==> config.mk <==
export PLATFORM = sky130hd
export DESIGN_NAME = reg_interlock
export DESIGN_NICKNAME = d
export VERILOG_FILES = /design/src/rtl/reg_interlock.sv
export SDC_FILE = /design/constraint.sdc
export NUM_CORES = 1
export LEC_CHECK = 0
export BUFFER_PORTS_ARGS = -buffer_cell sky130_fd_sc_hd__buf_2
export CORE_MARGIN = 3
export CORE_UTILIZATION = 25
export CTS_BUF_LIST = sky130_fd_sc_hd__clkbuf_4 sky130_fd_sc_hd__clkbuf_8
export DETAILED_ROUTE_END_ITERATION = 12
export PLACE_DENSITY = 0.55
export SYNTH_ARGS = -nofsm -noshare
export SYNTH_HDL_FRONTEND = slang
export SYNTH_SLANG_ARGS = --single-unit
==> constraint.sdc <==
create_clock -name clk -period 3.6 [get_ports clk]
set_input_delay 0.36 -clock clk [delete_from_list [all_inputs] [get_ports clk]]
set_output_delay 0.36 -clock clk [all_outputs]
set_load 0.01 [all_outputs]
==> src/rtl/reg_interlock.sv <==
module reg_interlock #(
  parameter int REG_W = 4,
  parameter int CNT_W = 16
) (
  input  logic             clk,
  input  logic             rst_n,
  input  logic             of_valid,
  input  logic             of_rd_a_en,
  input  logic [REG_W-1:0] of_rd_a,
  input  logic             of_rd_b_en,
  input  logic [REG_W-1:0] of_rd_b,
  input  logic             of_wr_en,
  input  logic [REG_W-1:0] of_wr_dst,
  output logic             stall,
  output logic             insert_bubble,
  output logic [CNT_W-1:0] stall_cycles
);
  localparam logic [REG_W-1:0] ZERO_REG = '0;

  logic             ex_wr, rs_wr;
  logic [REG_W-1:0] ex_dst, rs_dst;
  logic             hit_a, hit_b;

  function automatic logic pending(input logic en, input logic [REG_W-1:0] src,
                                   input logic ew, input logic [REG_W-1:0] ed,
                                   input logic rw, input logic [REG_W-1:0] rd);
    return en && (src != ZERO_REG) && ((ew && ed == src) || (rw && rd == src));
  endfunction

  assign hit_a         = pending(of_rd_a_en, of_rd_a, ex_wr, ex_dst, rs_wr, rs_dst);
  assign hit_b         = pending(of_rd_b_en, of_rd_b, ex_wr, ex_dst, rs_wr, rs_dst);
  assign stall         = of_valid && (hit_a || hit_b);
  assign insert_bubble = stall;

  always_ff @(posedge clk) begin
    if (!rst_n) begin
      ex_wr        <= 1'b0;
      ex_dst       <= '0;
      rs_wr        <= 1'b0;
      rs_dst       <= '0;
      stall_cycles <= '0;
    end else begin
      ex_wr        <= of_valid && !stall && of_wr_en && (of_wr_dst != ZERO_REG);
      ex_dst       <= of_wr_dst;
      rs_wr        <= ex_wr;
      rs_dst       <= ex_dst;
      if (stall) stall_cycles <= stall_cycles + 1'b1;
    end
  end
endmodule


Yosys cells after proc, flatten, opt, wreduce, memory -nomap -nowiden. Index checks and enable logic that the tools add are counted.

Output and inout bits: 18. Bits in registers: 26.

Reductions and logical operators: 19. Add/sub/neg operators: 1. Equal/unequal tests: 4.

Operators with widths (number): 16-bit by 1-bit adder with 16-bit output, second input constant (1); 4-bit == test (4); 1-bit logical AND (12); 4-bit nonzero test (3); 1-bit logical OR (3); 1-bit logical NOT (1).

Logic depth before layout (Yosys ltp). Gate-level depths: netlist of run 1.

Word-level depth: 10. Depth in mapped cells: 7. Gate-level depth less buffers: 7.

Worst setup path before layout of run 1. OpenSTA, ideal clock, no wires.

Path type: input-to-output. From: in of_rd_a[1]. To: out stall. Buffers on the path: 1. Setup slack: 1.685 ns. Required time: 3.240 ns. Stages: 6. Arrival time: 1.555 ns. Path through: xor2_1 -> nor3_1 -> nand3_1 -> a21o_1 -> a21oi_2 -> buf_4.

Word-level cells in the longest chain between the ends: 6. Elaborated cells on any way between the ends: 10. Those cells by class: 2 x eq/ne; 8 x reduce/logical.

Ends and longest elaborated chain: start: declaration (line 9) `input logic [REG_W-1:0] of_rd_a,`; 4-bit == test (line 27) `return en && (src != ZERO_REG) && ((ew && ed == src) || (rw && rd == src));`; 1-bit logical AND (line 27); 1-bit logical OR (line 27); 1-bit logical AND * (line 27); 1-bit logical OR * (line 32) `assign stall = of_valid && (hit_a || hit_b);`; 1-bit logical AND * (line 32); end: declaration (line 14) `output logic stall,`.

Every way passes the cells marked *; elsewhere a longest branch is shown, timed or not.

Worst setup path after layout of run 1.
From: reg ex_dst[1]. To: out insert_bubble.

Word-level cells in the longest chain between the ends: 6. Elaborated cells on any way between the ends: 10. Those cells by class: 2 x eq/ne; 8 x reduce/logical.

Ends and longest elaborated chain: start: declaration (line 21) `logic [REG_W-1:0] ex_dst, rs_dst;`; start signal: assignment (line 44) `ex_dst <= of_wr_dst;`; 4-bit == test (line 27); 1-bit logical AND (line 27); 1-bit logical OR (line 27); 1-bit logical AND (line 27); 1-bit logical OR * (line 32); 1-bit logical AND * (line 32); end: declaration (line 15) `output logic insert_bubble,`.

Marked as above.

==> results by stage, run 1 <==
Worst setup path:
- Along the worst path, the maximum fanout reaches 8.
- The most critical setup path has its endpoint at insert_bubble.
- The data arrival time of the critical path is 1900 ps.
- The launch point of the critical path is ex_dst[1].
- Across all register-to-register paths, the minimum setup slack is 1590 ps.
- For the worst setup path, the data required time is 3240 ps.
- The number of cells on the worst reg-to-reg path is 7.
- The worst setup path is launched from a flop.
- The worst register-to-register path begins at ex_dst[1].
- The type of the setup path with the least slack is reg -> out.
- The endpoint identified for the worst register-to-register timing path is stall_cycles[10].
- The endpoint type of the worst setup path is an output port.

Timing:
- The actual slew at the worst max-slew pin is 483 ps.
- The headroom to the max-slew limit is 67.8%.
- Summed over all failing endpoints, the final setup total negative slack is 0 ps.
- The post-route fraction of the period consumed by the critical path is 62.8%.
- Across the routed clock network, the largest skew measured is 9.99 ps.
- The maximum clock rate is 442 MHz.
- The number of hold violations in the final report is 0.
- Setup repair after global routing left no endpoint under its margin.
- The worst-case setup margin in the final layout is 1340 ps.
- Counting I/O delays and the setup requirement, the final critical path takes 2260 ps.
- The number of failing setup endpoints in the final timing report is 0.
- The total count of max-transition violations in the final report came to 0.

Place:
- The minimum setup slack after placement is 1400 ps.
- The estimated wirelength of the detail-placed design is 2230 µm.
- In this run the tool buffered the top-level ports with 35 buffer cells.
- Routability-driven placement finished with a final weighted congestion of 0.759.
- Summing all placed instances gives a cell area of 1560 µm².

Floorplanning:
- The overall die width is 78.7 µm.
- The area of the die is 6190 µm².
- The initialized floorplan defines 25 standard-cell rows.
- The starting utilization of the core area is 26.9%.
- The core region area is 4910 µm².
- The die boundary height is 78.7 µm.
- During I/O placement, the number of pins put on the boundary was 36.

CTS:
- The number of resized instances in the post-cts repair step is 0.
- The TritonCTS clock tree is yes.
- For the worst-skew pair, the clock arrives at the later sink with an insertion delay of 280 ps.
- The buffer depth of the longest clock path is 2.
- In this run the number of H-tree levels came out at 1.
- The post-CTS setup-driven buffer insertion count is 0.
- After clock tree synthesis, the clock-pin slew on the worst setup and hold paths is 90 ps.
- The number of hold-repair buffers added at the cts stage is 0.
- The clock drives 26 sinks.
- The clock root buffer master is clkbuf_8.
- Clock tree synthesis inserted a total of 3 buffers.

Synthesis:
- Synthesis instantiated 27 different standard cells from the library.
- The synthesized design devotes to its leading area cell type 39.4% of total area.
- The share of the Yosys chip area taken by registers is 39.4%.
- The total standard cell area after synthesis is 1320 µm².
- By area the synthesized netlist is led by dfxtp_1 (39%), xor2_1 (8.0%), xnor2_1 (6.0%).
- In this run, synthesis produced a sequential element count of 26.
- In the synthesized netlist the async set-or-reset flop fraction comes to 0%.
- The average size of a mapped cell is 8.86 µm².
- After technology mapping, the gate count stands at 149.
- The number of flops mapped to enable cells by yosys is 0.
- The commonest cells after synthesis are dfxtp_1 (26), nand3_1 (14), and3_1 (12), xor2_1 (12), nand2_1 (10).
- The largest total area in the synthesized netlist belongs to dfxtp_1.
- The number of nets handed over by synthesis was 168.
- The top flip-flop cell by instance count after synthesis is dfxtp_1.
- The number of warnings issued by yosys is 0.
- The most common cell in the synthesized netlist is dfxtp_1.

Drt:
- The number of remaining DRC errors is 0.
- The first routing iteration left 28 violations.
- The total number of vias is 1,094.
- Once detail routing completed, the nets flagged for antenna violations numbered 0.
- The first-pass iteration count of the detailed router is 4.
- Dividing the detail-routed via count by the number of cells gives 4.34.
- The wire length per cell is 11.6 µm.
- The final routed wirelength across all metal layers is 2930 µm.

Global routing:
- The via count of the first global-routing pass was 1,091.
- Summed over all layers, the global routing overflow is 0.
- Global routing used 10.1% of the available tracks.
- The initial antenna violation count is 0.
- The largest net degree at the start of global routing is 27.
- The first global-routing pass estimated 5020 µm of wire.

Finish:
- The net count of the finished layout is 205.
- The fraction of layout instances using a drive strength above 1 is 23.2%.
- The number of fill cells is 520.
- The area growth from synthesis to layout is 22.7%.
- The final antenna diode count is 0.
- The final instance area is 1620 µm².

Power:
- The cell leakage power is 0.741 nW.
- The power density relative to cell area is 331 nW/µm².
- The overall power of the completed layout is 0.536 mW.
- The largest vdd supply drop is 0.128 mV.

Flow run:
- The tool flagged a number of max-cap violations equal to 0.

Status:
- The run finished with clean final reports.

Worst hold path:
- The class of the most critical hold timing path is in -> reg.
layer usage:
| metal | GRT usage [%] | share of wire (%) | vias to the layer above |
|---|---|---|---|
| met5 | 0 | 0 | - |
| met4 | 3.67 | 1.2 | 0 |
| met3 | 2.98 | 5.8 | 4 |
| met2 | 15.4 | 43 | 23 |
| met1 | 13.5 | 50 | 484 |
| li1 | - | - | 583 |
where the power goes:
part           switching, mW  total (mW)  internal [mW]
Sequential           0.00482       0.297          0.293
Combinational         0.0240      0.0445         0.0205
Clock                 0.0963       0.194         0.0979
Total                  0.125       0.536          0.411
critical path: stages, from the launching register on:
cell,delay [ps]
dfxtp_1,350
xor2_1,150
nor3_1,200
nand3_1,100
a21o_1,280
a21oi_2,360
buf_2,200
layout by cell type (no fill, tap or decap), types with 2 or more instances in the layout:
| cell type | n |
|---|---|
| xnor2_1 | 9 |
| buf_2 | 35 |
| clkbuf_8 | 4 |
| xor2_1 | 12 |
| nand3_1 | 14 |
| a21oi_1 | 7 |
| mux2i_1 | 5 |
| o41ai_1 | 2 |
| nor2_1 | 6 |
| nand2_1 | 10 |
| nor3_1 | 4 |
| dfxtp_1 | 26 |
| o21a_1 | 3 |
| a21o_1 | 3 |
| nand2b_1 | 5 |
| and3_1 | 12 |
| inv_1 | 9 |
| a211oi_1 | 2 |
| and2_1 | 9 |
cells by family (layout without fill, tap and decap cells):
logic type,after synthesis,after routing,share of synthesized area (%)
xor+xnor,21,21,13.9
flops,26,26,39.4
buf+inv,12,48,3.70
mux,5,5,3.79
simple gates,63,63,25.4
fa+ha+maj,1,1,0.948
compound gates,21,21,12.8
cell type report:
class | count | area [µm²] | share of cell area, %
multi-input cells | 111 | 751 | 46.4
flip-flops and latches | 26 | 520 | 32.1
repair buffers | 35 | 175 | 10.8
well taps | 67 | 83.8 | 5.18
clock buffers | 4 | 55.1 | 3.40
inverters | 9 | 33.8 | 2.09
metrics by stage:
step	utilization [%]	hold WS, ps	cells
floorplan	-	452	149
global placement	31.8	466	248
detailed placement	31.8	471	248
CTS	33.0	294	252
global route	33.0	305	252
finish	33.0	301	252
worst min path at each step:
| stage | cells past startpoint | slack, ps | from | end |
|---|---|---|---|---|
| final | 2 | 300 | of_wr_dst[1] | ex_dst[1] |
| after global routing | 2 | 300 | of_wr_dst[0] | ex_dst[0] |
| after floorplan | 1 | 450 | ex_wr | rs_wr |
| after global placement | 2 | 470 | stall_cycles[15] | stall_cycles[15] |
| after CTS | 2 | 290 | of_wr_dst[1] | ex_dst[1] |
| after detailed placement | 2 | 470 | stall_cycles[15] | stall_cycles[15] |
sequential cells by signal (all words and copies together), names as in the netlist:
register      count
ex_dst            4
ex_wr             1
rs_dst            4
rs_wr             1
stall_cycles     16
Power figures use the tool's default switching activity.
==> run 2: changes to the inputs <==
clock period = 2.35 ns   (was 3.6 ns; I/O delays follow)
==> results by stage, run 2 (synthesis results as in run 1) <==
Floorplanning:
- The overall die width is 78.7 µm (unchanged).
- The die boundary height is 78.7 µm (unchanged).
- The area of the die was 6190 µm² (unchanged).
- The top-level port count is 36 (unchanged).
- The starting utilization of the core area came to 26.9% (unchanged).
- The core region area is 4910 µm² (unchanged).
- The number of placement rows is 25 (unchanged).

Worst setup path:
- The top fanout value on the critical path is 8 (unchanged).
- The delay of the slowest cell on the worst path is 360 ps (about the same).
- The type of the setup path with the least slack is reg -> out.
- The data arrival time of the critical path is 1900 ps (about the same).
- The type of element launching the critical path is a flop.
- The slowest cell on the critical path is a21oi_2.
- The required time of the critical path is 2120 ps (-1120 ps).
- The endpoint type of the worst setup path is an output port.
- Traced cell by cell, the critical path runs through xor2_1 > nor3_1 > nand3_1 > a21o_1 > a21oi_2 > buf_2.

Finish:
- The top cell types in the final layout, fill and taps aside, are buf_2 (35), dfxtp_1 (26), nand3_1 (14).
- The multi-input combinational cell area came to 751 µm² (unchanged).
- The number of fill cells came to 545 (+4.8%).
- The count of placed standard cells in the final layout, fillers left out came to 252 (unchanged).
- The area occupied by registers is 520 µm² (unchanged).
- The final net count is 205 (unchanged).
- The fraction of layout instances using a drive strength above 1 is 23.2% (unchanged).
- The final instance area is 1620 µm² (unchanged).
- Leaving out fill and tap cells, the most frequent cell in the layout is buf_2.
- The number of flip-flops under the largest register name is 16 (unchanged).
- The layout overhead on the synthesized area came to 22.7% (unchanged).
- The final antenna diode count came to 0 (unchanged).
- The largest register by flop count is stall_cycles.
- The largest registers in the layout are stall_cycles x16, ex_dst x4, rs_dst x4.

CTS:
- The clock latency on the worst-skew pair is 270 ps (about the same).
- The clock sink count is 26 (unchanged).
- The H-tree depth came to 1 (unchanged).
- The number of buffers inserted during clock tree synthesis was 3 (unchanged).
- The TritonCTS clock tree is yes.
- The buffer depth of the longest clock path is 2 (unchanged).
- The clock root buffer master is clkbuf_8.
- The number of hold-repair buffers added at the cts stage was 0 (unchanged).
- The post-CTS setup-driven buffer insertion count is 0 (unchanged).
- The clock transition time at the flip-flop clock pins of the worst setup and hold paths was 80 ps (about the same).
- The number of resized instances in the post-cts repair step came to 0 (unchanged).

Timing:
- The total count of max-transition violations in the final report is 0 (unchanged).
- The worst hold slack after final layout was 185 ps (-116 ps).
- The final setup TNS is 0 ps (unchanged).
- Dividing the final minimum period by the clock period gives 90.9%.
- The number of failing setup endpoints in the final timing report is 0 (unchanged).
- The number of hold violations in the final report was 0 (unchanged).
- Setup repair after global routing left no endpoint under its margin.
- The final clock skew was 13.1 ps (+3.06 ps).
- The headroom to the max-slew limit came to 68.8% (+1.0 points).
- Timing would allow up to 468 MHz.
- The actual slew at the worst max-slew pin is 468 ps (-15.4 ps).
- For the finished layout, the period the worst path requires is 2140 ps.

Place:
- The final RePlAce weighted congestion is 0.764 (+0.66%).
- The number of input and output port buffers inserted is 35 (unchanged).
- The estimated wirelength of the detail-placed design came to 2250 µm (+0.86%).
- The post-place instance area is 1560 µm² (unchanged).
- The cell count after placement is 248 (unchanged).

Global routing:
- The overall track demand over capacity in global routing is 10.0% (-0.11 points).
- The total overflow reported by the global router is 0 (unchanged).
- The via count of the first global-routing pass was 1,075 (-1.5%).
- The largest net degree at the start of global routing is 27 (unchanged).
- The initial antenna violation count was 0 (unchanged).
- The first-pass GRT wire length came to 4950 µm (-1.4%).

Drt:
- The final routed wirelength across all metal layers is 2850 µm (-2.8%).
- The total number of vias came to 1,117 (+2.1%).
- The first-pass iteration count of the detailed router came to 4 (unchanged).
- The wire length per cell was 11.3 µm (-2.8%).
- The number of remaining DRC errors is 0 (unchanged).
- The DRC marker count from the first detailed-route iteration is 44 (+57%).
- The vias per cell is 4.43 (+2.1%).
- The remaining antenna violation count after routing is 0 (unchanged).

Power:
- The net switching component of the power is 0.180 mW (+44%).
- The power density relative to cell area is 500 nW/µm² (+51%).
- The largest vdd supply drop is 0.219 mV (+71%).
- The overall power of the completed layout is 0.809 mW (+51%).
- The cell leakage power was 0.741 nW (unchanged).
- The clock share of power was 35.4% (-0.8 points).
- The sequential share of power is 56.3% (+0.8 points).
- The combinational group share of total power is 8.3% (about the same).
- The net switching share of the total power was 22.3% (-1.1 points).
- The internal power of the cells was 0.629 mW (+53%).

Flow run:
- The total of max-cap violations is 0 (unchanged).

Worst hold path:
- The class of the most critical hold timing path is in -> reg.

Status:
- The run finished with clean final reports.
-- run 2: cell counts in the layout (fill, tap and decap cells not counted) --
No cell type changed its count.
-- run 2: final cells by class --
| class | count | share of cell area, % |
|---|---|---|
| multi-input combinational | 111 | 46.4 |
| timing repair buffer | 35 | 10.8 |
| clock buffer | 4 | 3.40 |
| inverter | 9 | 2.09 |
| sequential | 26 | 32.1 |
| tap | 67 | 5.18 |
-- run 2: worst paths after layout --
kind | endpoint | slack (ps) | depth (start not counted) | startpoint
worst min register to register | stall_cycles[15] | 480 | 2 | stall_cycles[15]
worst max-delay path | insert_bubble | 210 | 6 | ex_dst[1]
worst min-delay path | ex_dst[1] | 190 | 2 | of_wr_dst[1]
worst max register to register | stall_cycles[8] | 330 | 7 | ex_dst[1]
-- run 2: power groups by stage --
stage | registers, mW | clock network [mW] | logic (mW)
2_1_floorplan | 0.464 | 0 | 0.0387
3_3_place_gp | 0.466 | 0 | 0.0682
3_5_place_dp | 0.466 | 0 | 0.0682
4_1_cts | 0.456 | 0.298 | 0.0686
5_1_grt | 0.457 | 0.310 | 0.0777
6_report | 0.456 | 0.286 | 0.0672
-- run 2: worst max-delay path, delay by kind of cell (launching register included) --
family | cells | cell delay, ps
buffers and inverters | 1 | 200
xor gates and xnor gates | 1 | 150
and+or+nand+nor | 2 | 290
AOI/OAI and AO/OA | 2 | 640
DFF | 1 | 350
-- run 2: stage by stage --
stage / utilization [%] / setup slack [ps]
after floorplan: - / 498
after global placement: 31.8 / 340
after detailed placement: 31.8 / 301
after CTS: 33.0 / 185
after global routing: 33.0 / 25.2
final: 33.0 / 213
-- run 2: per-layer routing --
metal,GRT usage (%),part of all wire [%]
met2,15.9,46
met1,13.1,49
met5,0,0
met4,4.20,0.81
met3,1.95,4.7
==> run 3: changes to the inputs <==
ABC_AREA = 1   (was default)
PLACE_DENSITY = 0.54   (was 0.55)
==> results by stage, run 3 <==
Status:
- The flow ran to the end, and the final reports show no timing, DRC or antenna violations.

Synthesis:
- The top flip-flop cell by instance count after synthesis is dfxtp_1.
- The post-synthesis instance total was 259 (+74%).
- The number of distinct library cells after synthesis is 27 (unchanged).
- The total standard cell area after synthesis is 1610 µm² (+22%).
- The fraction of registers with async set/reset is 0% (unchanged).
- The sequential-to-total area share from yosys stat is 32.4% (-7.1 points).
- The number of flops mapped to enable cells by yosys is 0 (unchanged).
- The average size of a mapped cell is 6.21 µm² (-30%).
- The area share of the largest cell type after synthesis was 32.4% (-7.1 points).
- After synthesis, the cell types taking the most area are dfxtp_1 (32%), nand2_1 (20%), inv_1 (9.3%).
- After synthesis, the most frequently instantiated cells are nand2_1 (85), inv_1 (40), nor2_1 (39).
- The cell with the most instances after synthesis is nand2_1.
- The post-synthesis register bit count came to 26 (unchanged).
- The number of warnings issued by yosys came to 0 (unchanged).
- The net count after synthesis is 278 (+65%).
- The largest total area in the synthesized netlist belongs to dfxtp_1.

Global routing:
- The first-pass GRT wire length came to 6380 µm (+29%).
- The largest net degree at the start of global routing is 27 (unchanged).
- The initial antenna violation count came to 0 (unchanged).
- The overall track demand over capacity in global routing came to 10.6% (+0.60 points).
- The via count of the first global-routing pass is 1,464 (+36%).
- The total overflow reported by the global router is 0 (unchanged).

Power:
- The cell leakage power was 1.00 nW (+35%).
- The overall power of the completed layout is 0.922 mW (+14%).
- The power density relative to cell area is 485 nW/µm² (-3.0%).
- The largest vdd supply drop is 0.311 mV (+42%).

Finish:
- More flip-flops sit in one register than any other, and that register is stall_cycles.
- The final antenna diode count came to 0 (unchanged).
- Leaving out fill and tap cells, the most frequent cells in the layout are nand2_1 (85), inv_1 (40), nor2_1 (39).
- Compared with the post-synthesis result, the final layout area differs by 18.3%.
- The number of flip-flops under the largest register name is 16 (unchanged).
- The number of fill cells is 680 (+25%).
- The library cell used most frequently in the layout, excluding fill and tap cells, is nand2_1.
- The final net count is 312 (+52%).
- The fraction of layout instances using a drive strength above 1 is 20.2% (-3.0 points).
- The largest registers in the layout are stall_cycles x16, ex_dst x4, rs_dst x4.
- The post-layout utilization of the core was 31.4% (-1.6 points).

Worst hold path:
- The end of the worst hold path is ex_dst[0].
- The number of cells on the worst hold path was 3 (+1).
- The hold path startpoint is of_wr_dst[0].
- The class of the most critical hold timing path is in -> reg.

Timing:
- The total count of max-transition violations in the final report is 0 (unchanged).
- The actual slew at the worst max-slew pin is 497 ps (+29.2 ps).
- The number of failing setup endpoints in the final timing report came to 0 (unchanged).
- Setup repair after global routing left no endpoint under its margin.
- The post-route fraction of the period consumed by the critical path is 83.7% (-7.3 points).
- The number of hold violations in the final report came to 0 (unchanged).
- The final period demand of the worst path was 1970 ps (-171 ps).
- The maximum clock rate is 509 MHz (+8.7%).
- The headroom to the max-slew limit came to 66.9% (-1.9 points).
- The final clock skew is 1.08 ps (-12.0 ps).
- The worst hold slack after final layout is 148 ps (-37.7 ps).
- The final setup TNS is 0 ps (unchanged).

Drt:
- The remaining antenna violation count after routing is 0 (unchanged).
- The first-pass iteration count of the detailed router is 4 (unchanged).
- The number of remaining DRC errors is 0 (unchanged).
- The DRC marker count from the first detailed-route iteration was 43 (-2.3%).
- The final routed wirelength across all metal layers is 3800 µm (+33%).
- The vias per cell is 4.31 (-2.7%).
- The wire length per cell is 10.3 µm (-8.5%).
- The total number of vias is 1,583 (+42%).

Worst setup path:
- The destination of the worst register-to-register timing path is stall_cycles[11].
- The flop-to-flop setup slack was 850 ps (+520 ps).
- The data arrival time of the critical path is 1730 ps (-170 ps).
- The worst setup path is launched from a flop.
- The required time of the critical path was 2120 ps (about the same).
- The launch point of the critical path is ex_dst[1].
- The endpoint type of the worst setup path is an output port.
- The type of the setup path with the least slack is reg -> out.
- The number of cells on the worst reg-to-reg path came to 12 (+5).
- The startpoint identified for the worst register-to-register timing path is ex_dst[1].
- The top fanout value on the critical path is 17 (+9).

CTS:
- In this run the clock root is driven by a clkbuf_8.
- The buffer depth of the longest clock path is 2 (unchanged).
- The number of hold-repair buffers added at the cts stage is 0 (unchanged).
- The post-CTS setup-driven buffer insertion count is 0 (unchanged).
- The number of buffers inserted during clock tree synthesis is 3 (unchanged).
- TritonCTS built the clock tree.
- The H-tree depth was 1 (unchanged).
- The clock latency on the worst-skew pair is 270 ps (about the same).
- The number of resized instances in the post-cts repair step came to 0 (unchanged).
- The clock transition time at the flip-flop clock pins of the worst setup and hold paths came to 90 ps (about the same).
- The clock sink count is 26 (unchanged).

Place:
- The estimated wirelength of the detail-placed design is 2930 µm (+30%).
- The final RePlAce weighted congestion is 0.817 (+6.9%).
- The number of input and output port buffers inserted is 35 (unchanged).

Floorplanning:
- The overall die width came to 86.2 µm (+9.6%).
- The area of the die was 7430 µm² (+20%).
- The number of placement rows is 28 (+12%).
- The top-level port count is 36 (unchanged).
- The core region area came to 6060 µm² (+23%).
- The die boundary height is 86.2 µm (+9.6%).
- The starting utilization of the core area is 26.5% (-0.35 points).

Flow run:
- The total of max-cap violations is 0 (unchanged).
[run 3: changes by cell type after synthesis, sizes merged, moves of 6 or more]
cell | previous run | this run
nor2 | 6 | 50
inv | 9 | 41
a21oi | 8 | 2
nand2 | 10 | 89
and3 | 12 | 0
xor2 | 12 | 6
and2 | 9 | 0
[run 3: layout make-up]
| class | instances | area, µm² | area share [%] |
|---|---|---|---|
| Multi-Input combinational cell | 185 | 878 | 46.2 |
| Sequential cell | 26 | 520 | 27.4 |
| Timing Repair Buffer | 35 | 175 | 9.21 |
| Inverter | 42 | 163 | 8.55 |
| Tap cell | 75 | 93.8 | 4.93 |
| Clock buffer | 3 | 41.3 | 2.17 |
| Clock inverter | 1 | 30.0 | 1.58 |
[run 3: worst max path at each step]
stage | endpoint | depth (start not counted)
final | stall | 11
after global routing | stall | 11
after CTS | stall | 11
after detailed placement | stall | 11
after global placement | stall | 11
after floorplan | stall | 11
[run 3: critical path: stages, from the launching register on]
cell and delay [ps]:
dfxtp_1 400, inv_1 80, nand2_1 70, nand2_1 60
nor2_1 80, nand3_1 80, nand2_1 60, nand2_1 70
nand2_4 190, nand2_4 120, clkinv_4 110, buf_2 140
[run 3: per-stage QoR]
step	setup WS (ps)	instances	area [µm²]
floorplan	952	259	1610
global placement	673	363	1830
detailed placement	669	363	1830
CTS	350	367	1900
global route	157	367	1900
finish	384	367	1900
[run 3: logic make-up after synthesis]
| logic type | after synthesis | synth area share [%] |
|---|---|---|
| buffers and inverters | 48 | 13.0 |
| flip-flops | 26 | 32.4 |
| AND/OR/NAND/NOR | 167 | 45.0 |
| AO/OA/AOI/OAI | 5 | 2.33 |
| adder cells (fa/ha/maj) | 1 | 0.778 |
| XOR/XNOR | 12 | 6.54 |
[run 3: report_power, final]
| part | internal [mW] | total (mW) | leakage, nW | switching [mW] |
|---|---|---|---|---|
| registers | 0.450 | 0.459 | 0.211 | 0.00921 |
| logic | 0.0349 | 0.0908 | 0.752 | 0.0559 |
| clock network | 0.228 | 0.372 | 0.0357 | 0.144 |
| total | 0.713 | 0.922 | 1.00 | 0.210 |
[run 3: layer usage]
metal	track usage, %	vias up	wire [µm]
met5	0	-	0
li1	-	834	-
met4	4.25	0	72
met2	17.5	45	1700
met1	13.6	697	1810
met3	2.00	7	214
